`src/rtl/lin_pkg.sv`:
```
package lin_pkg;
  localparam int MANT_W  = 12;
  localparam int RNG_W   = 2;
  localparam int CH_W    = 2;
  localparam int NUM_CH  = 1 << CH_W;
  localparam int NUM_RNG = 1 << RNG_W;
  localparam int MULT_W  = 16;
  localparam int OFS_W   = 18;
  localparam int OUT_W   = 16;
  localparam logic [RNG_W-1:0] BAD_RNG = RNG_W'(NUM_RNG - 1);

  typedef struct packed {
    logic [MULT_W-1:0]       mult;
    logic signed [OFS_W-1:0] ofs;
  } calEntry_t;

  typedef struct packed {
    logic             commit;
    logic             wrEn;
    logic [CH_W-1:0]  wrChan;
    logic [RNG_W-1:0] wrRng;
    calEntry_t        wrData;
    logic             errClr;
  } ctrlStrobes_t;

  // power-on constants: range 0 is the most sensitive stage
  function automatic calEntry_t defaultEntry(int rng);
    calEntry_t e;
    case (rng)
      0:       e.mult = MULT_W'(64);
      1:       e.mult = MULT_W'(256);
      2:       e.mult = MULT_W'(4096);
      default: e.mult = '0;
    endcase
    e.ofs = '0;
    return e;
  endfunction
endpackage

```
`src/rtl/lin_ctrl.sv`:
```
module lin_ctrl
  import lin_pkg::*;
(
  input  logic               inValid,
  input  logic               inBcStart,
  input  logic               cfgWrEn,
  input  logic [CH_W-1:0]    cfgChan,
  input  logic [RNG_W-1:0]   cfgRange,
  input  logic [MULT_W-1:0]  cfgMult,
  input  logic [OFS_W-1:0]   cfgOfs,
  input  logic               errClr,
  output ctrlStrobes_t       strobes
);
  always_comb begin
    strobes.commit      = inValid & inBcStart;
    strobes.wrEn        = cfgWrEn;
    strobes.wrChan      = cfgChan;
    strobes.wrRng       = cfgRange;
    strobes.wrData.mult = cfgMult;
    strobes.wrData.ofs  = $signed(cfgOfs);
    strobes.errClr      = errClr;
  end
endmodule

```
`src/rtl/lin_table.sv`:
```
module lin_table
  import lin_pkg::*;
(
  input  logic             clk,
  input  logic             rstN,
  input  ctrlStrobes_t     strobes,
  input  logic [CH_W-1:0]  rdChan,
  input  logic [RNG_W-1:0] rdRng,
  output calEntry_t        rdEntry
);
  calEntry_t shadowTab [NUM_CH][NUM_RNG];
  calEntry_t activeTab [NUM_CH][NUM_RNG];

  for (genvar ch = 0; ch < NUM_CH; ch++) begin : g_ch
    for (genvar rg = 0; rg < NUM_RNG; rg++) begin : g_rng
      logic hit;
      assign hit = strobes.wrEn && (strobes.wrChan == CH_W'(ch)) && (strobes.wrRng == RNG_W'(rg));

      always_ff @(posedge clk or negedge rstN) begin
        if (!rstN) begin
          shadowTab[ch][rg] <= defaultEntry(rg);
          activeTab[ch][rg] <= defaultEntry(rg);
        end else begin
          if (hit)            shadowTab[ch][rg] <= strobes.wrData;
          if (strobes.commit) activeTab[ch][rg] <= shadowTab[ch][rg];
        end
      end
    end
  end

  // the sample carrying the crossing start already sees the staged set
  assign rdEntry = strobes.commit ? shadowTab[rdChan][rdRng] : activeTab[rdChan][rdRng];
endmodule

```
`src/rtl/lin_datapath.sv`:
```
module lin_datapath
  import lin_pkg::*;
#(
  parameter int BCID_W = 12,
  parameter int SHIFT  = 6
) (
  input  logic              clk,
  input  logic              rstN,
  input  ctrlStrobes_t      strobes,
  input  logic              inValid,
  input  logic [CH_W-1:0]   inChan,
  input  logic [BCID_W-1:0] inBcid,
  input  logic [MANT_W-1:0] inMant,
  input  logic [RNG_W-1:0]  inRange,
  input  calEntry_t         calIn,
  output logic              outValid,
  output logic [CH_W-1:0]   outChan,
  output logic [BCID_W-1:0] outBcid,
  output logic [OUT_W-1:0]  outData,
  output logic              errFlag
);
  localparam int PROD_W = MANT_W + MULT_W;
  localparam int SH_W   = PROD_W - SHIFT;
  localparam int SUM_W  = SH_W + 2;

  logic              s1Valid;
  logic [CH_W-1:0]   s1Chan;
  logic [BCID_W-1:0] s1Bcid;
  logic [MANT_W-1:0] s1Mant;
  logic [RNG_W-1:0]  s1Rng;
  calEntry_t         s1Cal;

  always_ff @(posedge clk or negedge rstN) begin
    if (!rstN) begin
      s1Valid <= 1'b0;
      s1Chan  <= '0;
      s1Bcid  <= '0;
      s1Mant  <= '0;
      s1Rng   <= '0;
      s1Cal   <= '0;
    end else begin
      s1Valid <= inValid;
      s1Chan  <= inChan;
      s1Bcid  <= inBcid;
      s1Mant  <= inMant;
      s1Rng   <= inRange;
      s1Cal   <= calIn;
    end
  end

  logic [PROD_W-1:0]       prod;
  logic [SH_W-1:0]         scaled;
  logic signed [SUM_W-1:0] ofsExt;
  logic signed [SUM_W-1:0] sum;
  logic                    s1Bad;
  logic [OUT_W-1:0]        linVal;

  always_comb begin
    prod   = PROD_W'(s1Mant) * PROD_W'(s1Cal.mult);
    scaled = prod[PROD_W-1:SHIFT];
    ofsExt = {{(SUM_W-OFS_W){s1Cal.ofs[OFS_W-1]}}, s1Cal.ofs};
    sum    = $signed({2'b00, scaled}) + ofsExt;
    s1Bad  = (s1Rng == BAD_RNG);
    if (s1Bad || sum[SUM_W-1])       linVal = '0;
    else if (|sum[SUM_W-2:OUT_W])    linVal = '1;
    else                             linVal = sum[OUT_W-1:0];
  end

  always_ff @(posedge clk or negedge rstN) begin
    if (!rstN) begin
      outValid <= 1'b0;
      outChan  <= '0;
      outBcid  <= '0;
      outData  <= '0;
      errFlag  <= 1'b0;
    end else begin
      outValid <= s1Valid;
      outChan  <= s1Chan;
      outBcid  <= s1Bcid;
      outData  <= linVal;
      if (s1Valid && s1Bad)    errFlag <= 1'b1;
      else if (strobes.errClr) errFlag <= 1'b0;
    end
  end
endmodule

```
`src/rtl/lin_range_linearizer.sv`:
```
module lin_range_linearizer
  import lin_pkg::*;
#(
  parameter int BCID_W = 12,
  parameter int SHIFT  = 6
) (
  input  logic              clk,
  input  logic              rstN,
  input  logic              inValid,
  input  logic              inBcStart,
  input  logic [CH_W-1:0]   inChan,
  input  logic [BCID_W-1:0] inBcid,
  input  logic [MANT_W-1:0] inMant,
  input  logic [RNG_W-1:0]  inRange,
  input  logic              cfgWrEn,
  input  logic [CH_W-1:0]   cfgChan,
  input  logic [RNG_W-1:0]  cfgRange,
  input  logic [MULT_W-1:0] cfgMult,
  input  logic [OFS_W-1:0]  cfgOfs,
  input  logic              errClr,
  output logic              outValid,
  output logic [CH_W-1:0]   outChan,
  output logic [BCID_W-1:0] outBcid,
  output logic [OUT_W-1:0]  outData,
  output logic              errFlag
);
  ctrlStrobes_t strobes;
  calEntry_t    calEntry;

  lin_ctrl u_ctrl (
    .inValid   (inValid),
    .inBcStart (inBcStart),
    .cfgWrEn   (cfgWrEn),
    .cfgChan   (cfgChan),
    .cfgRange  (cfgRange),
    .cfgMult   (cfgMult),
    .cfgOfs    (cfgOfs),
    .errClr    (errClr),
    .strobes   (strobes)
  );

  lin_table u_table (
    .clk     (clk),
    .rstN    (rstN),
    .strobes (strobes),
    .rdChan  (inChan),
    .rdRng   (inRange),
    .rdEntry (calEntry)
  );

  lin_datapath #(.BCID_W(BCID_W), .SHIFT(SHIFT)) u_dp (
    .clk      (clk),
    .rstN     (rstN),
    .strobes  (strobes),
    .inValid  (inValid),
    .inChan   (inChan),
    .inBcid   (inBcid),
    .inMant   (inMant),
    .inRange  (inRange),
    .calIn    (calEntry),
    .outValid (outValid),
    .outChan  (outChan),
    .outBcid  (outBcid),
    .outData  (outData),
    .errFlag  (errFlag)
  );
endmodule

```
`config.mk`:
```
export PLATFORM = sky130hd
export DESIGN_NAME = lin_range_linearizer
export DESIGN_NICKNAME = d
export VERILOG_FILES = /design/src/rtl/lin_pkg.sv /design/src/rtl/lin_ctrl.sv /design/src/rtl/lin_table.sv /design/src/rtl/lin_datapath.sv /design/src/rtl/lin_range_linearizer.sv
export SDC_FILE = /design/constraint.sdc
export NUM_CORES = 2
export LEC_CHECK = 0
export ABC_AREA = 1
export BUFFER_PORTS_ARGS = -buffer_cell sky130_fd_sc_hd__buf_4
export CORE_ASPECT_RATIO = 0.6
export CORE_MARGIN = 4
export CORE_UTILIZATION = 40
export CTS_BUF_LIST = sky130_fd_sc_hd__clkbuf_8
export CTS_CLUSTER_DIAMETER = 40
export DETAILED_ROUTE_END_ITERATION = 8
export RECOVER_POWER = 50
export REMOVE_ABC_BUFFERS = 1
export SLEW_MARGIN = 10
export SYNTH_ARGS = -nofsm -noshare
export SYNTH_HDL_FRONTEND = slang
export SYNTH_SLANG_ARGS = --single-unit
export TNS_END_PERCENT = 1
```
`constraint.sdc`:
```
create_clock -name clk -period 11.2 [get_ports clk]
set_input_delay 1.12 -clock clk [delete_from_list [all_inputs] [get_ports clk]]
set_output_delay 1.12 -clock clk [all_outputs]
set_load 0.05 [all_outputs]
```
==> impl_metrics.toml <==
[cts]
cts_tree = "done"
cts_buffers = 187
root_buffer = "clkbuf_8"
clkTransAtPathRegs_ps = 60
cts.path.max_buffers = 3
cts_setup_buffers = 0
htree_levels = 4
clkLatencyLatePin_ps = 920
hold_buffers = 0
cts.sinks = 1183
ctsResizeCount = 0

[critical_path]
crit_path_end_kind = "flop"
worstPathArrival_ps = 9450
cp_data_required_time_ps = 11910
path_max_fanout = 169
r2r_slack_ps = 4080
critPathKind = "primary input to flop"
cp-start-kind = "primary input"

[sta]
drv_slew = 1244
tns_ps = 0
hold_viol = 0
fin_worst_skew_ps = 35.7
fin_crit_sh = 0.780
worstMarginPinSlew_ps = 7150
finalSetupViolCount = 0
slew_headroom = -3.77
rsz0062_at_grt = "false"
fmax_ghz = 0.115
finalCriticalPeriod_ps = 8730

[synthesis]
ys_seq_area_frac = 0.498
ys.warnings.count = 0
ys_seq_elements = 1183
synth_common_cells = "2279 x nand2_1, 1291 x o21ai_0, 1159 x dfrtp_1"
async_flop_share = 1.00
syn_inst = 7325
synthDistinctLibCells = 44
synth_top_area_frac = 0.487
synth_top_cell_by_area = "dfrtp_1"
synthTopCellsByArea = "dfrtp_1 49%, nand2_1 14%, o21ai_0 11%"
syn_avg_cell_area_sq_um = 8.12
synth_edf_count = 0
synth_ff_type = "dfrtp_1"
syn_area_sq_um = 59500
synth_most_common_cell = "nand2_1"

[global_route]
antenna_found_initial = 3
grt_max_degree = 216
grt_pass1_vias = 47800
grtUsageTotal = 0.226
grt_first_pass_wirelength_mm = 280
grt-ovfl-total = 0

[cells_and_area]
fin_area_sq_um = 65200
drive_above_1_share = 0.0651
syn2layout_area_growth_pct = 9.49
nets = 7429
post-route-util = 0.442

[pwr]
max-vdd-ir-drop_uv = 841
p_int_w = 0.0106
leakage_nw = 32.0
p_comb_frac = 0.521
netSwitchingPower_w = 0.00948
switching_share = 0.472
sequentialPowerShare = 0.285
power_density_nw_per_um2 = 308
clock_power_share = 0.194

[placed_design]
place.gp.congestion = 0.882
place_area_sq_um = 61400
dp.final_hpwl_mm = 99.7
port_buffers = 103

[drt]
drt_iter0_markers = 5035
dr.pass1.iters = 8
wire_per_inst_um = 19.0
drc_errors = 0
ant_nets = 0
routed_wl_mm = 176
detail_route.vias_per_cell = 5.27
vias = 49000

[die]
fp.coreArea_sq_um = 148000
rows = 109
dieArea_sq_um = 155000
die_y_um = 307
dieWidth_um = 506
boundaryPins = 104
initial_core_util = 0.403

[outcome]
violations = "max-capacitance violations, max-slew violations"
status = "complete, but fails checks"

[min_path]
hold_path.class = "primary input to asynchronous set/reset pin"

[run]
drv_cap = 22
worst paths after layout:
kind	startpoint	endpoint	cells after the start
worst min register to register	u_dp.s1Bcid[11]	u_dp.outBcid[11]	0
worst max-delay path	inBcStart	u_dp.ofsExt[3]	6
worst min-delay path	rstN	u_table.activeTab[37]	1
min in group clk	inBcid[10]	u_dp.s1Bcid[10]	1
worst max register to register	u_dp.s1Mant[6]	u_dp.outData[10]	31
max in group asynchronous	rstN	u_table.shadowTab[202]	3
metal layers:
metal  wire length, um  vias up  track usage
met1             85200    23800        0.343
met5                 0        -            0
li1                  -    23300            -
met3             13600      198       0.0491
met4              3340        0       0.0569
met2             73800     1612        0.329
logic make-up after synthesis:
kind of cell / synth area share
xor gates and xnor gates: 0.00471
adders and majority gates: 0.0650
DFF: 0.498
buffers and inverters: 0.0714
AOI/OAI and AO/OA: 0.169
and+or+nand+nor: 0.191
critical path, cell delays in order:
cell	delay (ps)
clkbuf_4	110
nand2_1	930
clkbuf_1	5000
buf_4	1200
a31oi_1	80
a32oi_1	730
power by group through the flow:
stage / Combinational [W] / Clock [W] / Sequential (W)
after detailed placement: 0.0103 / 0 / 0.00577
after CTS: 0.0103 / 0.00399 / 0.00570
after global routing: 0.0117 / 0.00420 / 0.00583
after floorplan: 0.00726 / 0 / 0.00573
final: 0.0105 / 0.00389 / 0.00572
after global placement: 0.0103 / 0 / 0.00574
cell usage in the layout (no fill, tap or decap), types with 23 or more instances in the layout:
master	instances
nand3_1	120
buf_4	96
a31oi_1	38
o21ai_0	1291
dfstp_2	24
inv_1	615
a32oi_1	32
clkbuf_8	234
nor2_1	502
a21oi_1	189
nand2_1	2273
o211ai_1	111
fa_1	140
o22ai_1	51
clkbuf_4	23
ha_1	85
clkbuf_1	24
dfrtp_1	1159
o221ai_1	98
registers in the layout, summed over array words and instances, names as in the netlist:
register / cells
u_dp.s1Bcid: 12
u_dp.s1Valid: 1
u_dp.s1Rng: 2
u_dp.outBcid: 12
u_dp.s1Cal: 16
u_table.activeTab: 544
u_dp.outChan: 2
u_dp.ofsExt: 18
u_dp.s1Chan: 2
u_dp.outValid: 1
u_table.shadowTab: 544
u_dp.outData: 16
u_dp.errFlag: 1
u_dp.s1Mant: 12
layout make-up:
class,count,area (sq um)
flip-flops and latches,1183,29600
repair buffers,156,1230
well taps,1998,2500
multi-input cells,5040,25700
clock inverters,103,727
clock buffers,234,3220
diodes,6,15.0
inverters,564,2140
fillers,15000,82400
metrics by stage:
stage / instances / total power, W / hold slack, ps / setup WS, ps
global route: 9282 / 0.0217 / 228 / 1870
global placement: 8941 / 0.0161 / 332 / 4290
CTS: 9278 / 0.0200 / 174 / 4180
floorplan: 6787 / 0.0130 / 331 / -14640
finish: 9284 / 0.0201 / 173 / 2470
detailed placement: 8941 / 0.0160 / 336 / 4220
No activity file was read; power rests on OpenSTA's default activity.
